==> config.mk <==
export PLATFORM = sky130hd
export DESIGN_NAME = stepped_oneshot
export DESIGN_NICKNAME = d
export VERILOG_FILES = /design/src/rtl/oneshot_pkg.sv /design/src/rtl/os_trig_capture.sv /design/src/rtl/os_tick_gen.sv /design/src/rtl/os_width_phase.sv /design/src/rtl/stepped_oneshot.sv
export SDC_FILE = /design/constraint.sdc
export NUM_CORES = 1
export LEC_CHECK = 0
export ABC_AREA = 0
export BUFFER_PORTS_ARGS = -buffer_cell sky130_fd_sc_hd__buf_2
export CORE_ASPECT_RATIO = 1.4
export CORE_MARGIN = 5
export CORE_UTILIZATION = 65
export DETAILED_ROUTE_END_ITERATION = 16
export PLACE_DENSITY = 0.83
export SYNTH_ARGS = -nofsm -noshare
export SYNTH_HDL_FRONTEND = slang
export SYNTH_HIERARCHICAL = 1
export SYNTH_SLANG_ARGS = --single-unit
export TNS_END_PERCENT = 30
==> constraint.sdc <==
create_clock -name clk -period 5.75 [get_ports clk]
set_input_delay 1.15 -clock clk [delete_from_list [all_inputs] [get_ports clk]]
set_output_delay 1.15 -clock clk [all_outputs]
set_load 0.05 [all_outputs]
==> src/rtl/oneshot_pkg.sv <==
package oneshot_pkg;
   typedef enum logic [1:0] {
      K_NONE = 2'd0,
      K_HOLD = 2'd1,
      K_DEC  = 2'd2,
      K_INC  = 2'd3
   } trig_kind_e;
endpackage

==> src/rtl/os_trig_capture.sv <==
module os_trig_capture
   import oneshot_pkg::*;
#(
   parameter int SYNC_STAGES = 2
) (
   input  logic       clk,
   input  logic       rst_n,
   input  logic [2:0] trig_i,
   input  logic       accept_en_i,
   input  logic       busy_i,
   output logic       start_o,
   output trig_kind_e start_kind_o,
   output trig_kind_e kind_q_o
);
   localparam int N_LINES = 3;

   if (SYNC_STAGES < 2) begin : g_bad_sync
      $error("SYNC_STAGES must be at least 2");
   end

   logic [N_LINES-1:0] rise;

   for (genvar g = 0; g < N_LINES; g++) begin : g_line
      logic [SYNC_STAGES:0] shift_q;
      always_ff @(posedge clk or negedge rst_n) begin
         if (!rst_n) shift_q <= '0;
         else        shift_q <= {shift_q[SYNC_STAGES-1:0], trig_i[g]};
      end
      assign rise[g] = shift_q[SYNC_STAGES-1] & ~shift_q[SYNC_STAGES];
   end

   assign start_o = accept_en_i & ~busy_i & (|rise);

   always_comb begin
      if (rise[2])      start_kind_o = K_INC;
      else if (rise[1]) start_kind_o = K_DEC;
      else              start_kind_o = K_HOLD;
   end

   logic busy_d;
   always_ff @(posedge clk or negedge rst_n) begin
      if (!rst_n) begin
         busy_d   <= 1'b0;
         kind_q_o <= K_NONE;
      end else begin
         busy_d <= busy_i;
         if (start_o)                kind_q_o <= start_kind_o;
         else if (busy_d && !busy_i) kind_q_o <= K_NONE;
      end
   end


   kind_stable_chk: assert property (@(posedge clk) disable iff (!rst_n)
      busy_i && $past(busy_i) |-> $stable(kind_q_o));
endmodule

==> src/rtl/os_tick_gen.sv <==
module os_tick_gen #(
   parameter int TICK_DIV     = 20,
   parameter int WINDOW_TICKS = 40
) (
   input  logic clk,
   input  logic rst_n,
   input  logic start_i,
   output logic busy_o,
   output logic tick_o,
   output logic adj_o
);
   localparam int DIV_W  = $clog2(TICK_DIV);
   localparam int WT_W   = $clog2(WINDOW_TICKS);
   localparam int ADJ_AT = TICK_DIV / 5;

   if (TICK_DIV < 5) begin : g_bad_div
      $error("TICK_DIV must be at least 5");
   end
   if (WINDOW_TICKS < 2) begin : g_bad_win
      $error("WINDOW_TICKS must be at least 2");
   end

   logic [DIV_W-1:0] div_q;
   logic [WT_W-1:0]  wt_q;

   assign tick_o = busy_o && (div_q == DIV_W'(TICK_DIV - 1));
   assign adj_o  = busy_o && (wt_q == '0) && (div_q == DIV_W'(ADJ_AT));

   always_ff @(posedge clk or negedge rst_n) begin
      if (!rst_n) begin
         busy_o <= 1'b0;
         div_q  <= '0;
         wt_q   <= '0;
      end else if (start_i) begin
         busy_o <= 1'b1;
         div_q  <= '0;
         wt_q   <= '0;
      end else if (busy_o) begin
         if (tick_o) begin
            div_q <= '0;
            wt_q  <= wt_q + 1'b1;
            if (wt_q == WT_W'(WINDOW_TICKS - 1)) busy_o <= 1'b0;
         end else begin
            div_q <= div_q + 1'b1;
         end
      end
   end


   window_ends_on_tick_chk: assert property (@(posedge clk) disable iff (!rst_n)
      $fell(busy_o) |-> $past(tick_o));
endmodule

==> src/rtl/os_width_phase.sv <==
module os_width_phase
   import oneshot_pkg::*;
#(
   parameter int WINDOW_TICKS = 40,
   parameter int INIT_WIDTH   = 20
) (
   input  logic       clk,
   input  logic       rst_n,
   input  logic       start_i,
   input  trig_kind_e start_kind_i,
   input  trig_kind_e kind_q_i,
   input  logic       tick_i,
   input  logic       adj_i,
   output logic       ready_o,
   output logic       term_o
);
   localparam int PH_W    = $clog2(WINDOW_TICKS);
   localparam int PRE_W   = $clog2(WINDOW_TICKS + 1);
   localparam int PRELOAD = WINDOW_TICKS - INIT_WIDTH;
   localparam logic [PH_W-1:0] PH_LAST = PH_W'(WINDOW_TICKS - 1);

   if (INIT_WIDTH < 1 || INIT_WIDTH > WINDOW_TICKS) begin : g_bad_init
      $error("INIT_WIDTH must lie in 1..WINDOW_TICKS");
   end

   logic [PH_W-1:0]  ph_q;
   logic [PRE_W-1:0] pre_q;
   logic             swallow_q;

   function automatic logic [PH_W-1:0] advance(input logic [PH_W-1:0] p);
      return (p == PH_LAST) ? '0 : p + 1'b1;
   endfunction

   assign ready_o = (pre_q == '0);
   assign term_o  = ready_o && tick_i && !swallow_q && (ph_q == PH_LAST);

   always_ff @(posedge clk or negedge rst_n) begin
      if (!rst_n) begin
         ph_q      <= '0;
         pre_q     <= PRE_W'(PRELOAD);
         swallow_q <= 1'b0;
      end else if (!ready_o) begin
         ph_q  <= advance(ph_q);
         pre_q <= pre_q - 1'b1;
      end else if (start_i) begin
         swallow_q <= (start_kind_i == K_INC) && (ph_q != '0);
      end else if (adj_i && kind_q_i == K_DEC && ph_q != PH_LAST) begin
         ph_q <= advance(ph_q);
      end else if (tick_i) begin
         if (swallow_q) swallow_q <= 1'b0;
         else           ph_q      <= advance(ph_q);
      end
   end


   no_early_term_chk: assert property (@(posedge clk) disable iff (!rst_n)
      term_o |-> !$past(start_i));
endmodule

==> src/rtl/stepped_oneshot.sv <==
module stepped_oneshot
   import oneshot_pkg::*;
#(
   parameter int TICK_DIV     = 20,
   parameter int WINDOW_TICKS = 40,
   parameter int INIT_WIDTH   = 20,
   parameter int SYNC_STAGES  = 2
) (
   input  logic       clk,
   input  logic       rst_n,
   input  logic [2:0] trig_i,
   output logic       pulse_o,
   output logic       busy_o
);
   logic       start, tick, adj, ready, term;
   trig_kind_e start_kind, kind_q;

   os_trig_capture #(.SYNC_STAGES(SYNC_STAGES)) u_cap (
      .clk(clk), .rst_n(rst_n), .trig_i(trig_i), .accept_en_i(ready),
      .busy_i(busy_o), .start_o(start), .start_kind_o(start_kind), .kind_q_o(kind_q)
   );

   os_tick_gen #(.TICK_DIV(TICK_DIV), .WINDOW_TICKS(WINDOW_TICKS)) u_tick (
      .clk(clk), .rst_n(rst_n), .start_i(start), .busy_o(busy_o),
      .tick_o(tick), .adj_o(adj)
   );

   os_width_phase #(.WINDOW_TICKS(WINDOW_TICKS), .INIT_WIDTH(INIT_WIDTH)) u_phase (
      .clk(clk), .rst_n(rst_n), .start_i(start), .start_kind_i(start_kind),
      .kind_q_i(kind_q), .tick_i(tick), .adj_i(adj), .ready_o(ready), .term_o(term)
   );

   always_ff @(posedge clk or negedge rst_n) begin
      if (!rst_n)     pulse_o <= 1'b0;
      else if (start) pulse_o <= 1'b1;
      else if (term)  pulse_o <= 1'b0;
   end


   pulse_in_window_chk: assert property (@(posedge clk) disable iff (!rst_n)
      pulse_o |-> busy_o);

   pulse_with_window_chk: assert property (@(posedge clk) disable iff (!rst_n)
      $rose(busy_o) |-> pulse_o);

   no_restart_chk: assert property (@(posedge clk) disable iff (!rst_n)
      busy_o && $past(busy_o) |-> !$rose(pulse_o));

   pulse_ends_in_window_chk: assert property (@(posedge clk) disable iff (!rst_n)
      $fell(pulse_o) |-> $past(busy_o));
endmodule

==> flow_metrics.env <==
export IMPL_status="complete, no violations"
export IMPL_clock_sinks=38
export IMPL_cp_required_ps=5960
export IMPL_p_leak_nw=0.991
export IMPL_fin_ws_ps=2720
export IMPL_crit_start="u_phase/pre_q[0]$_DFFE_PN0P_"
export IMPL_p_per_area_nw_per_um2=371
export IMPL_placedCellCount=220
export IMPL_rows=23
export IMPL_synth_cell_types=52
export IMPL_vias_per_cell=6.13
export IMPL_num_nets_final=203
export IMPL_num_vias=1397
export IMPL_syn_nets=193
export IMPL_port_buffers=6
export IMPL_setup_viol_count_final=0
export IMPL_maxCapViolations=0
export IMPL_syn_avg_cell_area_um2=10.9
export IMPL_timing_fmax_mhz=330
export IMPL_syn_cell_area_um2=1960
export IMPL_maxSlewViolCount=0
export IMPL_drc=0
export IMPL_hp_class="flop to flop"
export IMPL_yosysSeqAreaShare_pct=48.8
export IMPL_detail_route_antenna_nets=0
export IMPL_die_area_um2=4220
export IMPL_routedWlPerCell_um=16.8
export IMPL_yosys_register_bits=38
export IMPL_grt_ovfl_total=0
export IMPL_synth_edf_count=0
export IMPL_rsz0062_at_grt="false"
export IMPL_final_hold_viol_count=0
export IMPL_gp_congestion=0.814
export IMPL_worstHoldStart="u_cap/g_line[1].shift_q[0]$_DFF_PN0_"
export IMPL_hold_buffers=0
export IMPL_start_util_pct=68.0
export IMPL_num_antenna_cells=0
export IMPL_drtIter0Drc=47
export IMPL_synth_top_flop_cell="dfrtp_1"
export IMPL_final_core_util_pct=74.7
export IMPL_yosys_warnings=6
export IMPL_dpl_hpwl_um=2730
export IMPL_antenna_found_initial=0
export IMPL_dieWidth_um=56.4
export IMPL_relSlewSlack_pct=33.2
export IMPL_grt_pass1_wl_um=6640
export IMPL_critPathKind="flop to flop"
export IMPL_grt_max_degree=39
export IMPL_die_y_um=74.9
export IMPL_post_cts_buffers=0
export IMPL_hold_worst_slack_ps=366
export IMPL_stdcell_count=228
export IMPL_cp_end_kind="flop"
export IMPL_clk_pin_slew_ps=80
export IMPL_synthArstFlopShare_pct=100
export IMPL_fin_crit_sh_pct=52.8
export IMPL_grt_usage_pct=20.1
export IMPL_syn_inst=180
export IMPL_cp_data_arrival_time_ps=3240
export IMPL_core_area_um2=2880
export IMPL_cts_tree="done"
export IMPL_ir_drop_mv=0.332
export IMPL_crit_reg2reg_launch="u_phase/pre_q[0]$_DFFE_PN0P_"
export IMPL_drive_above_1_share_pct=17.8
export IMPL_root_buffer="clkbuf_8"
export IMPL_fillerInstances=204
export IMPL_htree_levels=2
export IMPL_path_max_fanout=20
export IMPL_finalClockSkew_ps=3.30
export IMPL_cts_buffers=5
export IMPL_tns_ps=0
export IMPL_first_pass_iters=4
export IMPL_io_pins=7
export IMPL_area_growth_pct=9.92
export IMPL_grt_pass1_vias=1453
export IMPL_worst_pin_slew_ps=1000
export IMPL_post_place_ws_ps=2750
export IMPL_drt_total_wl_um=3830
export IMPL_cts_buffer_depth=2
export IMPL_fin_crit_ps=3030
export IMPL_worstSkewPairLatency_ps=280
export IMPL_cts_resized=0
export IMPL_startpoint_type="flop"
==> state kept, by name (all words and copies together) (netlist names) <==
register and count:
pulse_o 1, u_cap/busy_d 1, u_cap/g_line.shift_q 9, u_cap/kind_q_o 2
u_phase/ph_q 6, u_phase/pre_q 6, u_phase/swallow_q 1, u_tick/busy_o 1
u_tick/div_q 5, u_tick/wt_q 6
==> layer usage <==
layer	part of all wire (%)	GRT usage, %
met4	1.6	7.39
met2	57	38.5
met5	0	0
met3	2.6	3.60
met1	39	22.2
==> layout make-up <==
cell class | instances | area, µm² | area share, %
Sequential cell | 38 | 953 | 44.4
Clock inverter | 3 | 68.8 | 3.20
Tap cell | 37 | 46.3 | 2.15
Inverter | 15 | 56.3 | 2.62
Clock buffer | 5 | 68.8 | 3.20
Multi-Input combinational cell | 124 | 926 | 43.1
Timing Repair Buffer | 6 | 30.0 | 1.40
==> synthesized netlist by cell type (all sizes together) (3+ instances only) <==
| master | instances | share of area [%] |
|---|---|---|
| inv | 15 | 2.9 |
| nand3 | 6 | 1.5 |
| nor2 | 13 | 2.8 |
| ha | 8 | 5.1 |
| nor3 | 7 | 2.0 |
| o21ai | 11 | 2.8 |
| nor2b | 4 | 1.3 |
| nand2b | 7 | 3.4 |
| o211ai | 5 | 2.7 |
| xnor2 | 6 | 2.7 |
| o2bb2ai | 3 | 1.3 |
| a21oi | 10 | 2.8 |
| nand2 | 7 | 1.3 |
| nand4b | 3 | 2.9 |
| dfrtp | 36 | 46 |
| nand4 | 3 | 0.96 |
==> worst max-delay path: stages, from the launching register on <==
cell      delay [ps]
dfrtp_1          410
inv_1            110
ha_1             170
nor2b_1          270
nand2_1          200
inv_1            240
nand2b_4         100
a21oi_2          740
o211ai_2         300
nor2_2           210
mux2i_1          210
==> cell families (layout without fill, tap and decap cells) <==
group / Yosys count / in the layout / synth area share, %
adder cells (fa/ha/maj): 8 / 8 / 5.12
XOR/XNOR: 7 / 7 / 3.14
buffers and inverters: 18 / 29 / 3.90
AND/OR/NAND/NOR: 64 / 64 / 21.6
multiplexers: 3 / 3 / 1.60
AO/OA/AOI/OAI: 42 / 42 / 15.9
flip-flops: 38 / 38 / 48.8
==> cell usage in the layout (no fill, tap or decap), drive strengths merged, types with 2 or more instances in the layout <==
cell type | Yosys | routed
or3 | 2 | 2
clkbuf | 1 | 5
o2bb2ai | 3 | 3
nor2 | 13 | 13
nand4b | 3 | 3
xnor2 | 6 | 6
inv | 15 | 15
a31o | 2 | 2
nand2 | 7 | 7
a311oi | 2 | 2
bufinv | 0 | 2
a21oi | 10 | 10
nand2b | 7 | 7
ha | 8 | 8
mux2i | 2 | 2
o21ai | 11 | 11
nor4 | 2 | 2
nor3 | 7 | 7
dfstp | 2 | 2
dfrtp | 36 | 36
and2 | 2 | 2
nand4 | 3 | 3
nor2b | 4 | 4
o211ai | 5 | 5
and4b | 2 | 2
a21o | 2 | 2
nand3 | 6 | 6
buf | 2 | 6
==> worst paths after layout <==
path,end,slack [ps],cells past startpoint
worst max-delay path,u_phase/ph_q[1]$_DFFE_PN0P_,2720,10
worst min-delay path,u_cap/g_line[1].shift_q[1]$_DFF_PN0_,370,0
worst max register to register,u_phase/ph_q[1]$_DFFE_PN0P_,2720,10
worst min register to register,u_cap/g_line[1].shift_q[1]$_DFF_PN0_,370,0
max in group asynchronous,u_cap/g_line[1].shift_q[1]$_DFF_PN0_,4290,1
min in group asynchronous,u_phase/pre_q[5]$_DFFE_PN0P_,950,1
==> metrics by stage <==
| step | area (µm²) | total power [W] |
|---|---|---|
| 2_1_floorplan | 1960 | 0.000482 |
| 4_1_cts | 2150 | 0.000801 |
| 6_report | 2150 | 0.000797 |
| 5_1_grt | 2150 | 0.000845 |
| 3_5_place_dp | 2010 | 0.000532 |
| 3_3_place_gp | 2010 | 0.000514 |
==> where the power goes <==
| part | internal, W | switching, W | leakage, nW | total (W) |
|---|---|---|---|---|
| registers | 0.000308 | 0.0000510 | 0.472 | 0.000359 |
| clock network | 0.000174 | 0.0000939 | 0.0683 | 0.000268 |
| logic | 0.0000791 | 0.0000906 | 0.451 | 0.000170 |
| total | 0.000561 | 0.000236 | 0.991 | 0.000797 |
Note: power is estimated with default switching activity, not from simulation.
